File: src/rtl/wstat_pkg.sv
package wstat_pkg;

    typedef enum logic [2:0] {
        OP_IDLE      = 3'd0,
        OP_PROG      = 3'd1,
        OP_ERASE     = 3'd2,
        OP_SUSP      = 3'd3,
        OP_SUSP_PROG = 3'd4
    } op_e;

    typedef struct packed {
        logic en;
        logic b7;
        logic b6;
        logic b2;
    } stat_t;

    // states in which bit 6 advances on reads
    function automatic logic busy_op(input op_e s);
        return (s == OP_PROG) || (s == OP_ERASE) || (s == OP_SUSP_PROG);
    endfunction

endpackage

File: src/rtl/wstat_region.sv
module wstat_region #(
    parameter int AW       = 8,
    parameter int SECT_LSB = 3,
    parameter int BLK_LSB  = 5
) (
    input  logic [AW-1:0] rd_addr,
    input  logic [AW-1:0] susp_addr,
    input  logic          susp_blk,
    output logic          hit
);
    localparam int SECT_W = AW - SECT_LSB;
    localparam int BLK_W  = AW - BLK_LSB;

    logic [SECT_W-1:0] rd_sect, su_sect;
    logic [BLK_W-1:0]  rd_blk,  su_blk;

    assign rd_sect = rd_addr[AW-1:SECT_LSB];
    assign su_sect = susp_addr[AW-1:SECT_LSB];
    assign rd_blk  = rd_addr[AW-1:BLK_LSB];
    assign su_blk  = susp_addr[AW-1:BLK_LSB];

    always_comb begin
        if (susp_blk) hit = (rd_blk == su_blk);
        else          hit = (rd_sect == su_sect);
    end

    // a sector hit always lies inside the enclosing block
    always_comb begin
        if (!susp_blk && hit)
            p_sect_in_blk_r7: assert (rd_blk == su_blk);
    end
endmodule

File: src/rtl/wstat_toggle.sv
module wstat_toggle (
    input  logic clk,
    input  logic rst,
    input  logic clr,
    input  logic flip,
    output logic q
);
    always_ff @(posedge clk) begin
        if (rst || clr) q <= 1'b0;
        else if (flip)  q <= ~q;
    end

    p_clear_r8: assert property (@(posedge clk) disable iff (rst)
        clr |=> !q);
    p_hold_r4: assert property (@(posedge clk) disable iff (rst)
        (!clr && !flip) |=> $stable(q));
endmodule

File: src/rtl/wstat_decode.sv
module wstat_decode
    import wstat_pkg::*;
(
    input  op_e   st,
    input  logic  hit,
    input  logic  prog_d7,
    input  logic  strobe,
    input  logic  entry,
    input  logic  t6,
    input  logic  t2,
    output stat_t stat,
    output logic  flip6,
    output logic  flip2
);
    always_comb begin
        stat  = '0;
        flip6 = 1'b0;
        flip2 = 1'b0;
        case (st)
            OP_PROG, OP_SUSP_PROG: begin
                stat  = '{en: 1'b1, b7: ~prog_d7, b6: t6, b2: 1'b0};
                flip6 = strobe && !entry;
            end
            OP_ERASE: begin
                stat  = '{en: 1'b1, b7: 1'b0, b6: t6, b2: t2};
                flip6 = strobe && !entry;
                flip2 = strobe && !entry;
            end
            OP_SUSP: begin
                if (hit) begin
                    stat  = '{en: 1'b1, b7: 1'b1, b6: 1'b1, b2: t2};
                    flip2 = strobe;
                end
            end
            default: stat = '0;
        endcase
    end

    // the idle code never overrides array data
    always_comb begin
        if (st == OP_IDLE)
            p_idle_quiet_r1: assert (!stat.en && !flip6 && !flip2);
    end
endmodule

File: src/rtl/wstat_gen.sv
module wstat_gen
    import wstat_pkg::*;
#(
    parameter int AW       = 8,
    parameter int SECT_LSB = 3,
    parameter int BLK_LSB  = 5
) (
    input  logic          clk,
    input  logic          rst,
    input  logic [2:0]    op_state,
    input  logic          prog_d7,
    input  logic [AW-1:0] susp_addr,
    input  logic          susp_blk,
    input  logic [AW-1:0] rd_addr,
    input  logic          rd_strobe,
    output logic          stat_en,
    output logic          stat_d7,
    output logic          stat_d6,
    output logic          stat_d2
);
    op_e   st, prev_st;
    logic  entry, hit, flip6, flip2, t6, t2;
    stat_t stat;

    assign st = op_e'(op_state);

    always_ff @(posedge clk) begin
        if (rst) prev_st <= OP_IDLE;
        else     prev_st <= st;
    end

    assign entry = (st != prev_st) && busy_op(st);

    wstat_region #(.AW(AW), .SECT_LSB(SECT_LSB), .BLK_LSB(BLK_LSB)) u_region (
        .rd_addr(rd_addr), .susp_addr(susp_addr), .susp_blk(susp_blk), .hit(hit)
    );

    wstat_decode u_decode (
        .st(st), .hit(hit), .prog_d7(prog_d7), .strobe(rd_strobe), .entry(entry),
        .t6(t6), .t2(t2), .stat(stat), .flip6(flip6), .flip2(flip2)
    );

    wstat_toggle u_tog6 (.clk(clk), .rst(rst), .clr(entry), .flip(flip6), .q(t6));
    wstat_toggle u_tog2 (.clk(clk), .rst(rst), .clr(entry), .flip(flip2), .q(t2));

    assign stat_en = stat.en;
    assign stat_d7 = stat.b7;
    assign stat_d6 = stat.b6;
    assign stat_d2 = stat.b2;

    p_prog_poll_r2: assert property (@(posedge clk) disable iff (rst)
        (op_state == 3'd1 || op_state == 3'd4) |-> (stat_en && stat_d7 == !prog_d7));
    p_erase_poll_r3: assert property (@(posedge clk) disable iff (rst)
        (op_state == 3'd2) |-> (stat_en && !stat_d7));
    p_d6_advance_r4: assert property (@(posedge clk) disable iff (rst)
        (rd_strobe && (op_state == 3'd1 || op_state == 3'd2 || op_state == 3'd4)
         && op_state == prev_st)
        |=> (op_state != $past(op_state)) || (stat_d6 != $past(stat_d6)));
    p_susp_hit_r6: assert property (@(posedge clk) disable iff (rst)
        (op_state == 3'd3 && stat_en) |-> (stat_d7 && stat_d6));
    p_prog_no_d2_r5: assert property (@(posedge clk) disable iff (rst)
        (op_state == 3'd1 || op_state == 3'd4) |-> !stat_d2);
endmodule

File: config.mk
export PLATFORM = sky130hd
export DESIGN_NAME = wstat_gen
export DESIGN_NICKNAME = d
export VERILOG_FILES = /design/src/rtl/wstat_pkg.sv /design/src/rtl/wstat_region.sv /design/src/rtl/wstat_toggle.sv /design/src/rtl/wstat_decode.sv /design/src/rtl/wstat_gen.sv
export SDC_FILE = /design/constraint.sdc
export NUM_CORES = 1
export LEC_CHECK = 0
export BUFFER_PORTS_ARGS = -buffer_cell sky130_fd_sc_hd__buf_2
export CORE_AREA = 10 10 47 49
export DETAILED_ROUTE_END_ITERATION = 10
export DIE_AREA = 0 0 57 59
export PLACE_DENSITY = 0.63
export SYNTH_ARGS = -nofsm -noshare
export SYNTH_HDL_FRONTEND = slang
export SYNTH_SLANG_ARGS = --single-unit
File: constraint.sdc
create_clock -name clk -period 1.42 [get_ports clk]
set_input_delay 0.071 -clock clk [delete_from_list [all_inputs] [get_ports clk]]
set_output_delay 0.071 -clock clk [all_outputs]
set_load 0.03 [all_outputs]
==> out/results.txt, run 1 <==
status: complete, no violations
Int Power: 302.4 uW
setup TNS: 0 ns
max cap viols: 0
crit path max fanout: 2
Arr. time, crit path: 1.52 ns
clk_skew: 0.0004933 ns
Core Box Area: 0.001401 mm^2
Sw Ratio: 28.29%
WL/cell: 12.26 um
Die Y: 59 um
n_diodes: 0
Setup Crit Path Kind: flop to flop
Ys Warns: 0
PD cells: 769.4 mW/mm^2
DRC Markers: 0
Synth Cell Area: 399.1 um^2
largest net degree at the start of global routing: 8
Worst Hold Class: input port to flop
vias in the first global route: 426
RePlAce Congestion: 0.8061
period utilisation layout: 95.37%
commonest non-fill, non-tap cell in the layout: buf_2
placement row count: 14
Worst Hold Depth: 2
Final Setup Violations: 0
Die W: 57 um
Clock Tree Buf Depth: 2
total power: 421.7 uW
relative slew slack: 80.58%
sequential power share: 35.6%
CP endpoint kind: flop
Initial Util: 28.48%
commonest non-fill, non-tap cells in the layout: buf_2 (21), xor2_1 (8), nor2b_1 (5)
Synth-to-Final Area Change: 37.30%
grt ovf: 0
fin nets: 95
detailed-route vias per instance: 4.791
initial antenna violation count: 0
ANT nets after route: 0
Worst R2R Path Depth: 4
fmax: 738.5 MHz
H-tree levels: 1
postcts setup bufs: 0
distinct cell type count after synthesis: 25
Final Max Slew Viols: 0
io pins: 28
Port Buf Inserts: 21
number of buffers created by CTS: 3
area of the die: 0.003363 mm^2
register area share after synthesis: 25.08%
dpl hpwl: 922.3 um
Sw Pwr: 119.3 uW
Leak: 0.0002440 uW
Syn Inst Count: 45
min Tclk post-route: 1.354 ns
CTS Root Cell: clkbuf_4
Worst-Margin Slew: 0.2891 ns
layout cells sized above 1: 42.86%
combinational share of power: 25.9%
Seq cells post-synth: 5
RSZ-0062 raised after global routing: false
first-pass GRT wire length: 1835 um
Worst Path Required: 1.59 ns
TritonRoute pass-1 iters: 2
Sink Count: 5
Iteration-0 DRC Markers: 2
via count: 412
Mapped Avg Cell Area: 8.870 um^2
peak supply drop: 0.0004161 V
Clk pwr share: 38.5%
clock slew seen by the registers of the worst setup and hold paths: 0.04 ns
Fin. Hold Viols: 0
Mapped Nets: 69
CTS tree: yes
Clock Latency Late Sink: 0.24 ns
final wirelength: 1054 um
Startpoint Class: flop
Total GRT Usage: 6.762%
## what timing repair did
action                                  in CTS  in global routing
endpoints found under the setup margin       0                  1
hold buffers                                 0                  0
resized for setup                            0                  1
hold endpoints to repair                     0                  0
## critical path: stages (launching register included)
cell	delay (ns)
dfxtp_1	0.30
or4b_4	0.51
o211ai_2	0.08
o2111a_2	0.21
mux2i_1	0.18
## cell type report
class	count	area [um^2]
fillers	171	853.3
inverters	2	7.507
flip-flops and latches	5	101.3
repair buffers	22	112.6
multi-input cells	37	280.3
well taps	16	20.02
clock buffers	4	26.28
## final timing paths
path / start / endpoint / slack [ns]
worst max-delay path: prev_st[0] / u_tog2.q / 0.07
worst min-delay path: rst / prev_st[1] / 0.06
worst max register to register: prev_st[0] / u_tog2.q / 0.07
worst min register to register: u_tog6.q / u_tog6.q / 0.49
## cells in the mapped netlist
library cell,number,area (um^2)
xor2_1,8,70.07
dfxtp_1,5,100.1
nor2b_1,5,31.28
o21ai_0,4,20.02
inv_1,2,7.510
nand2_1,2,7.510
a21boi_1,1,7.510
a21oi_1,1,5.000
buf_6,1,11.26
mux2i_1,1,10.01
nand3b_1,1,7.510
nand4b_1,1,8.760
nor2_1,1,3.750
nor3_1,1,5.000
nor4_1,1,6.260
nor4_2,1,12.51
nor4b_1,1,8.760
o2111a_2,1,12.51
o211ai_2,1,12.51
o21a_1,1,7.510
o21ai_1,1,5.000
o31ai_1,1,7.510
or3b_1,1,8.760
or4b_4,1,13.76
xnor2_1,1,8.760
## power by group through the flow
stage / Combinational (uW) / Clock [uW] / Sequential, uW
finish: 109 / 162 / 150
global route: 123 / 187 / 150
CTS: 111 / 170 / 150
detailed placement: 110 / 0 / 152
global placement: 107 / 0 / 152
floorplan: 66.0 / 0 / 152
## kinds of logic (layout without fill, tap and decap cells)
kind of cell	count (synthesis)	after routing	share of synthesized area, %
buf+inv	3	28	4.703
simple gates	16	16	28.53
flops	5	5	25.08
mux	1	1	2.508
xor+xnor	9	9	19.75
compound gates	11	11	19.43
## registers in the layout (all words and copies together) (netlist names)
signal	count
prev_st	3
u_tog2.q	1
u_tog6.q	1
## stage by stage
| step | util, % | setup WS [ns] | area (um^2) | cells | hold slack, ns |
|---|---|---|---|---|---|
| 2_1_floorplan | - | 0.09871 | 399.1 | 45 | 0.1401 |
| 3_3_place_gp | 37.14 | 0.06035 | 520.5 | 82 | 0.3148 |
| 3_5_place_dp | 37.14 | 0.04375 | 520.5 | 82 | 0.3187 |
| 4_1_cts | 39.02 | 0.02846 | 546.8 | 86 | 0.05998 |
| 5_1_grt | 39.11 | 0.001442 | 548.0 | 86 | 0.06408 |
| 6_report | 39.11 | 0.06582 | 548.0 | 86 | 0.06035 |
## layer usage
| layer | up-vias | part of all wire, % | GRT usage [%] |
|---|---|---|---|
| met1 | 180 | 41 | 6.228 |
| met3 | 5 | 5.1 | 2.146 |
| met4 | 0 | 2.6 | 5.034 |
| li1 | 212 | - | - |
| met2 | 15 | 51 | 12.25 |
| met5 | - | 0 | 0 |
Power figures use the tool's default switching activity.
==> inputs of run 2 (changes only) <==
--- a/config.mk
+++ b/config.mk
@@ -9,7 +9,10 @@
 export CORE_AREA = 10 10 47 49
 export DETAILED_ROUTE_END_ITERATION = 10
 export DIE_AREA = 0 0 57 59
-export PLACE_DENSITY = 0.63
+export GPL_ROUTABILITY_DRIVEN = 0
+export GPL_TIMING_DRIVEN = 0
+export PLACE_DENSITY = 0.69
 export SYNTH_ARGS = -nofsm -noshare
 export SYNTH_HDL_FRONTEND = slang
+export SYNTH_HIERARCHICAL = 1
 export SYNTH_SLANG_ARGS = --single-unit
==> out/results.txt, run 2 <==
TritonRoute pass-1 iters: 3 (+1)
detailed-route vias per instance: 5.073 (+5.9%)
register with the most flip-flops: prev_st
Synth Cell Area: 467.9 um^2 (+17%)
CP Launch Point: prev_st[0]
Setup Crit Path Kind: flop to flop
Final Setup Violations: 1 (+1)
Worst R2R Path Depth: 8 (+4)
xor/xnor cell area share of the yosys netlist: 14.97% (-4.8 points)
distinct cell type count after synthesis: 30 (+20%)
failing checks: setup timing
Post-Synth Adder-Cell Area: 0% (unchanged)
Non-Filler Instances: 96 (+12%)
Worst-Margin Slew: 0.3383 ns (+0.04922 ns)
PD cells: 676.0 mW/mm^2 (-12%)
FFs w/ async S/R, synth: 0% (unchanged)
initial antenna violation count: 0 (unchanged)
fin nets: 105 (+11%)
grt ovf: 0 (unchanged)
Seq cells post-synth: 5 (unchanged)
top cell type's share of synthesized area: 21.39% (-3.7 points)
Placed Cells: 89 (+8.5%)
register area share after synthesis: 21.39% (-3.7 points)
Synth area leader: dfxtp_1
FF-to-FF setup slack: -0.10 ns (-0.17 ns)
status: finished with violations
Sink Count: 5 (unchanged)
r2r startpoint: prev_st[0]
largest net degree at the start of global routing: 11 (+3)
n_diodes: 0 (unchanged)
Commonest cells post-synth: dfxtp_1 (5), nor2b_1 (4), xnor2_1 (4), xor2_1 (4)
Die Y: 59 um (unchanged)
CTS tree: yes
Post-synth EDFFs: 0 (unchanged)
ANT nets after route: 0 (unchanged)
Die W: 57 um (unchanged)
CTS Root Cell: clkbuf_4
total power: 505.0 uW (+20%)
most common cell in the synthesized netlist: dfxtp_1
period utilisation layout: 107.2% (+12 points)
setup TNS: -0.1026 ns (-0.1026 ns)
post-synthesis compound-gate area fraction: 20.32% (+0.89 points)
min Tclk post-route: 1.523 ns (+0.1684 ns)
Setup WS post-layout: -0.1026 ns (-0.1684 ns)
crit path max fanout: 3 (+1)
Total GRT Usage: 7.712% (+0.95 points)
Iteration-0 DRC Markers: 7 (+5)
placement row count: 14 (unchanged)
Fin. Hold Viols: 0 (unchanged)
Syn Inst Count: 52 (+16%)
Final Max Slew Viols: 0 (unchanged)
Ys Warns: 6 (+6)
Synth Area in Simple Gates: 33.96% (+5.4 points)
number of buffers created by CTS: 3 (unchanged)
max cap viols: 0 (unchanged)
final wirelength: 1391 um (+32%)
Setup crit end: u_tog2/q
WL/cell: 14.49 um (+18%)
main combinational cell family by area after synthesis: simple AND/OR/NAND/NOR gates
max FFs per register: 3 (unchanged)
H-tree levels: 1 (unchanged)
clock slew seen by the registers of the worst setup and hold paths: 0.04 ns (about the same)
Worst Hold Class: input port to flop
Clock Latency Late Sink: 0.23 ns (about the same)
Design Area, Final: 747.0 um^2 (+36%)
mux cell area share after synthesis: 2.139% (-0.37 points)
hold_buf cts: 0 (unchanged)
vias in the first global route: 530 (+24%)
area of the die: 0.003363 mm^2 (unchanged)
Mapped Avg Cell Area: 8.999 um^2 (+1.5%)
Initial Util: 33.39% (+4.9 points)
layout cells sized above 1: 61.25% (+18 points)
fmax: 656.8 MHz (-11%)
Synth-to-Final Area Change: 59.63%
via count: 487 (+18%)
Leak: 0.0003095 uW (+27%)
first-pass GRT wire length: 2180 um (+19%)
relative slew slack: 77.27% (-3.3 points)
Synth area leaders: dfxtp_1 (21%), xnor2_1 (7.5%), xor2_1 (7.5%)
r2r endpoint: u_tog2/q
Mapped Nets: 76 (+10%)
commonest non-fill, non-tap cell in the layout: buf_2
CP endpoint kind: flop
dpl hpwl: 978.3 um (+6.1%)
clk_skew: 0.0009689 ns (+0.0004756 ns)
peak supply drop: 0.0005078 V (+22%)
Port Buf Inserts: 21 (unchanged)
worst hold start: rst
DRC Markers: 0 (unchanged)
Worst Path Required: 1.54 ns (-0.05 ns)
top_reg_cell synth: dfxtp_1
commonest non-fill, non-tap cells in the layout: buf_2 (14), buf_6 (7), buf_4 (6)
RSZ-0062 raised after global routing: true
Post-Place Cell Area: 609.3 um^2 (+17%)
Core Box Area: 0.001401 mm^2 (unchanged)
io pins: 28 (unchanged)
Arr. time, crit path: 1.65 ns (+0.13 ns)
Top Registers: prev_st x3, u_tog2/q x1, u_tog6/q x1
Startpoint Class: flop
Clock Tree Buf Depth: 2 (unchanged)
[run 2: cell types whose count changed in the layout (fill, tap and decap cells not counted), moves of 3 or more]
cell,change
xnor2_2,+3
buf_6,+7
xor2_1,-5
buf_4,+5
buf_2,-7
[run 2: critical path: stages, from the launching register on]
cell and delay (ns):
dfxtp_2 0.32, nor4bb_1 0.27, a211oi_1 0.08, o311a_1 0.14
inv_2 0.07, o21ai_2 0.06, nor4b_2 0.25, xnor2_1 0.17
nor3_2 0.05
[run 2: how the worst min path moves through the flow]
stage          slack (ns)         end  cells past startpoint
2_1_floorplan        0.14    u_tog2/q                      1
3_3_place_gp         0.31    u_tog6/q                      2
3_5_place_dp         0.32    u_tog2/q                      2
4_1_cts              0.08  prev_st[2]                      2
5_1_grt              0.08  prev_st[1]                      2
6_report             0.08  prev_st[0]                      2
[run 2: metal layers]
layer / routed length [um] / part of all wire [%] / GRT usage (%) / up-vias
li1: - / - / - / 246
met1: 481 / 35 / 7.177 / 229
met2: 841 / 60 / 15.35 / 10
met3: 61 / 4.4 / 1.717 / 2
met4: 7 / 0.50 / 3.691 / 0
met5: 0 / 0 / 0 / -
[run 2: cell families (layout without fill, tap and decap cells)]
group / Yosys count / in the layout
compound gates: 13 / 13
xor+xnor: 8 / 8
buf+inv: 4 / 32
flops: 5 / 5
mux: 1 / 1
simple gates: 21 / 21
[run 2: cell type report]
cell class / count / area (um^2)
sequential: 5 / 103.9
fill: 134 / 654.4
clock buffer: 4 / 26.28
inverter: 1 / 3.754
timing repair buffer: 24 / 163.9
buffer: 3 / 30.03
multi-input combinational: 43 / 399.1
tap: 16 / 20.02
[run 2: repair_timing]
action	in CTS	in global routing
pin swaps	13	9
gates resized for setup	16	5
setup endpoints to repair	4	6
gates cloned	0	0
buffers inserted	3	0
[run 2: power breakdown]
part	internal (uW)	switching [uW]
sequential	149	7.55
combinational	98.6	93.6
clock	106	50.4
total	353	152
[run 2: through the flow]
| step | hold WS [ns] | utilization (%) | setup WS [ns] |
|---|---|---|---|
| floorplan | 0.1419 | - | -0.05953 |
| global placement | 0.3116 | 43.48 | -0.1444 |
| detailed placement | 0.3223 | 43.48 | -0.2004 |
| CTS | 0.07536 | 51.34 | -0.1802 |
| global route | 0.08352 | 53.30 | -0.1907 |
| finish | 0.07520 | 53.30 | -0.1026 |
==> inputs of run 3 (changes only) <==
==> constraint.sdc (replaced) <==
create_clock -name clk -period 1.4 [get_ports clk]
set_input_delay 0.07 -clock clk [delete_from_list [all_inputs] [get_ports clk]]
set_output_delay 0.07 -clock clk [all_outputs]
set_load 0.03 [all_outputs]
==> out/results.txt, run 3 (synthesized netlist as in run 2, its figures left out) <==
fmax: 654.9 MHz (-0.29%)
Die Y: 59 um (unchanged)
fillcell total: 134 (unchanged)
PD cells: 685.9 mW/mm^2 (+1.5%)
commonest non-fill, non-tap cell in the layout: buf_2
Worst Path Required: 1.52 ns (-0.02 ns)
detailed-route vias per instance: 5.083 (+0.21%)
area of the die: 0.003363 mm^2 (unchanged)
CTS tree: yes
Die W: 57 um (unchanged)
vias in the first global route: 530 (unchanged)
Sink Count: 5 (unchanged)
layout cells sized above 1: 61.25% (unchanged)
dpl hpwl: 978.3 um (unchanged)
CTS Root Cell: clkbuf_4
Placed Cells: 89 (unchanged)
n_diodes: 0 (unchanged)
Setup WS post-layout: -0.1269 ns (-0.02438 ns)
CP endpoint kind: flop
io pins: 28 (unchanged)
via count: 488 (+0.21%)
Synth-to-Final Area Change: 59.63% (unchanged)
relative slew slack: 77.17% (-0.10 points)
Fin. Hold Viols: 0 (unchanged)
RSZ-0062 raised after global routing: true
Top Registers: prev_st x3, u_tog2/q x1, u_tog6/q x1
crit path max fanout: 3 (unchanged)
largest net degree at the start of global routing: 11 (unchanged)
min Tclk post-route: 1.527 ns (+0.004376 ns)
final wirelength: 1385 um (-0.43%)
Critical Path Slowest Stage Cell: dfxtp_2
fin nets: 105 (unchanged)
period utilisation layout: 109.1% (+1.8 points)
max cap viols: 0 (unchanged)
Final Setup Violations: 1 (unchanged)
DRC Markers: 0 (unchanged)
setup TNS: -0.1269 ns (-0.02438 ns)
CP peak stage delay: 0.32 ns (about the same)
Initial Util: 33.39% (unchanged)
Clock Latency Late Sink: 0.23 ns (about the same)
grt ovf: 0 (unchanged)
initial antenna violation count: 0 (unchanged)
first-pass GRT wire length: 2180 um (unchanged)
placement row count: 14 (unchanged)
Arr. time, crit path: 1.65 ns (about the same)
ANT nets after route: 0 (unchanged)
clock slew seen by the registers of the worst setup and hold paths: 0.04 ns (about the same)
H-tree levels: 1 (unchanged)
Worst-Margin Slew: 0.3398 ns (+0.001497 ns)
Total GRT Usage: 7.712% (unchanged)
Non-Filler Instances: 96 (unchanged)
commonest non-fill, non-tap cells in the layout: buf_2 (14), buf_6 (7), buf_4 (6)
Leak: 0.0003095 uW (about the same)
Iteration-0 DRC Markers: 7 (unchanged)
final core utilization: 53.30% (unchanged)
Core Box Area: 0.001401 mm^2 (unchanged)
peak supply drop: 0.0005149 V (+1.4%)
Setup Crit Path Kind: flop to flop
number of buffers created by CTS: 3 (unchanged)
Worst Hold Class: input port to flop
Port Buf Inserts: 21 (unchanged)
status: finished with violations
CP cell instances: nor4bb_1, a211oi_1, o311a_1, inv_2, o21ai_2, nor4b_2, xnor2_1, nor3_2
Final Max Slew Viols: 0 (unchanged)
Startpoint Class: flop
max FFs per register: 3 (unchanged)
total power: 512.4 uW (+1.5%)
register with the most flip-flops: prev_st
Clock Tree Buf Depth: 2 (unchanged)
WL/cell: 14.43 um (-0.43%)
failing checks: setup timing
TritonRoute pass-1 iters: 2 (-1)
clk_skew: 0.0009606 ns (-0.000008258 ns)
run 3: cell counts in the layout (fill, tap and decap cells not counted):
Identical to the previous run, type by type.
run 3: critical path, delay by kind of cell (launching register included):
family          cells  cell delay, ns
compound gates      3            0.28
simple gates        3            0.58
buf+inv             1            0.07
flops               1            0.32
xor+xnor            1            0.17
run 3: layout make-up:
type / instances / area (um^2) / share of cell area [%]
Multi-Input combinational cell: 43 / 399.1 / 53.43
Timing Repair Buffer: 24 / 163.9 / 21.94
Sequential cell: 5 / 103.9 / 13.90
Buffer: 3 / 30.03 / 4.020
Clock buffer: 4 / 26.28 / 3.518
Tap cell: 16 / 20.02 / 2.680
Inverter: 1 / 3.754 / 0.5025
run 3: worst paths after layout:
| kind | startpoint | to | slack [ns] | cells past startpoint |
|---|---|---|---|---|
| max | prev_st[0] | u_tog2/q | -0.13 | 8 |
| min | rst | prev_st[0] | 0.07 | 2 |
| max reg2reg | prev_st[0] | u_tog2/q | -0.13 | 8 |
| min reg2reg | u_tog2/q | u_tog2/q | 0.54 | 2 |
run 3: power breakdown:
group          internal, uW  switching, uW
sequential              151           7.57
combinational           100           95.3
clock                   107           51.1
total                   358            154
run 3: routing by layer:
layer,track usage (%),vias to the layer above,share of wire [%]
li1,-,245,-
met1,7.177,231,34
met2,15.35,10,61
met3,1.717,2,4.6
met4,3.691,0,0.51
met5,0,-,0
run 3: repair_timing:
action	in CTS	in global routing
gates resized for setup	16	5
setup buffers	3	0
hold buffers	0	0
endpoints found under the setup margin	5	6
pin swaps	13	10
endpoints found under the hold margin	0	0
run 3: through the flow:
stage               hold WS (ns)  instance area, um^2  setup WS, ns
global placement          0.3106                609.3       -0.1644
finish                   0.07429                747.0       -0.1269
floorplan                 0.1409                484.2      -0.07953
global route             0.08252                747.0       -0.2107
detailed placement        0.3213                609.3       -0.2204
CTS                      0.07436                719.4       -0.2002
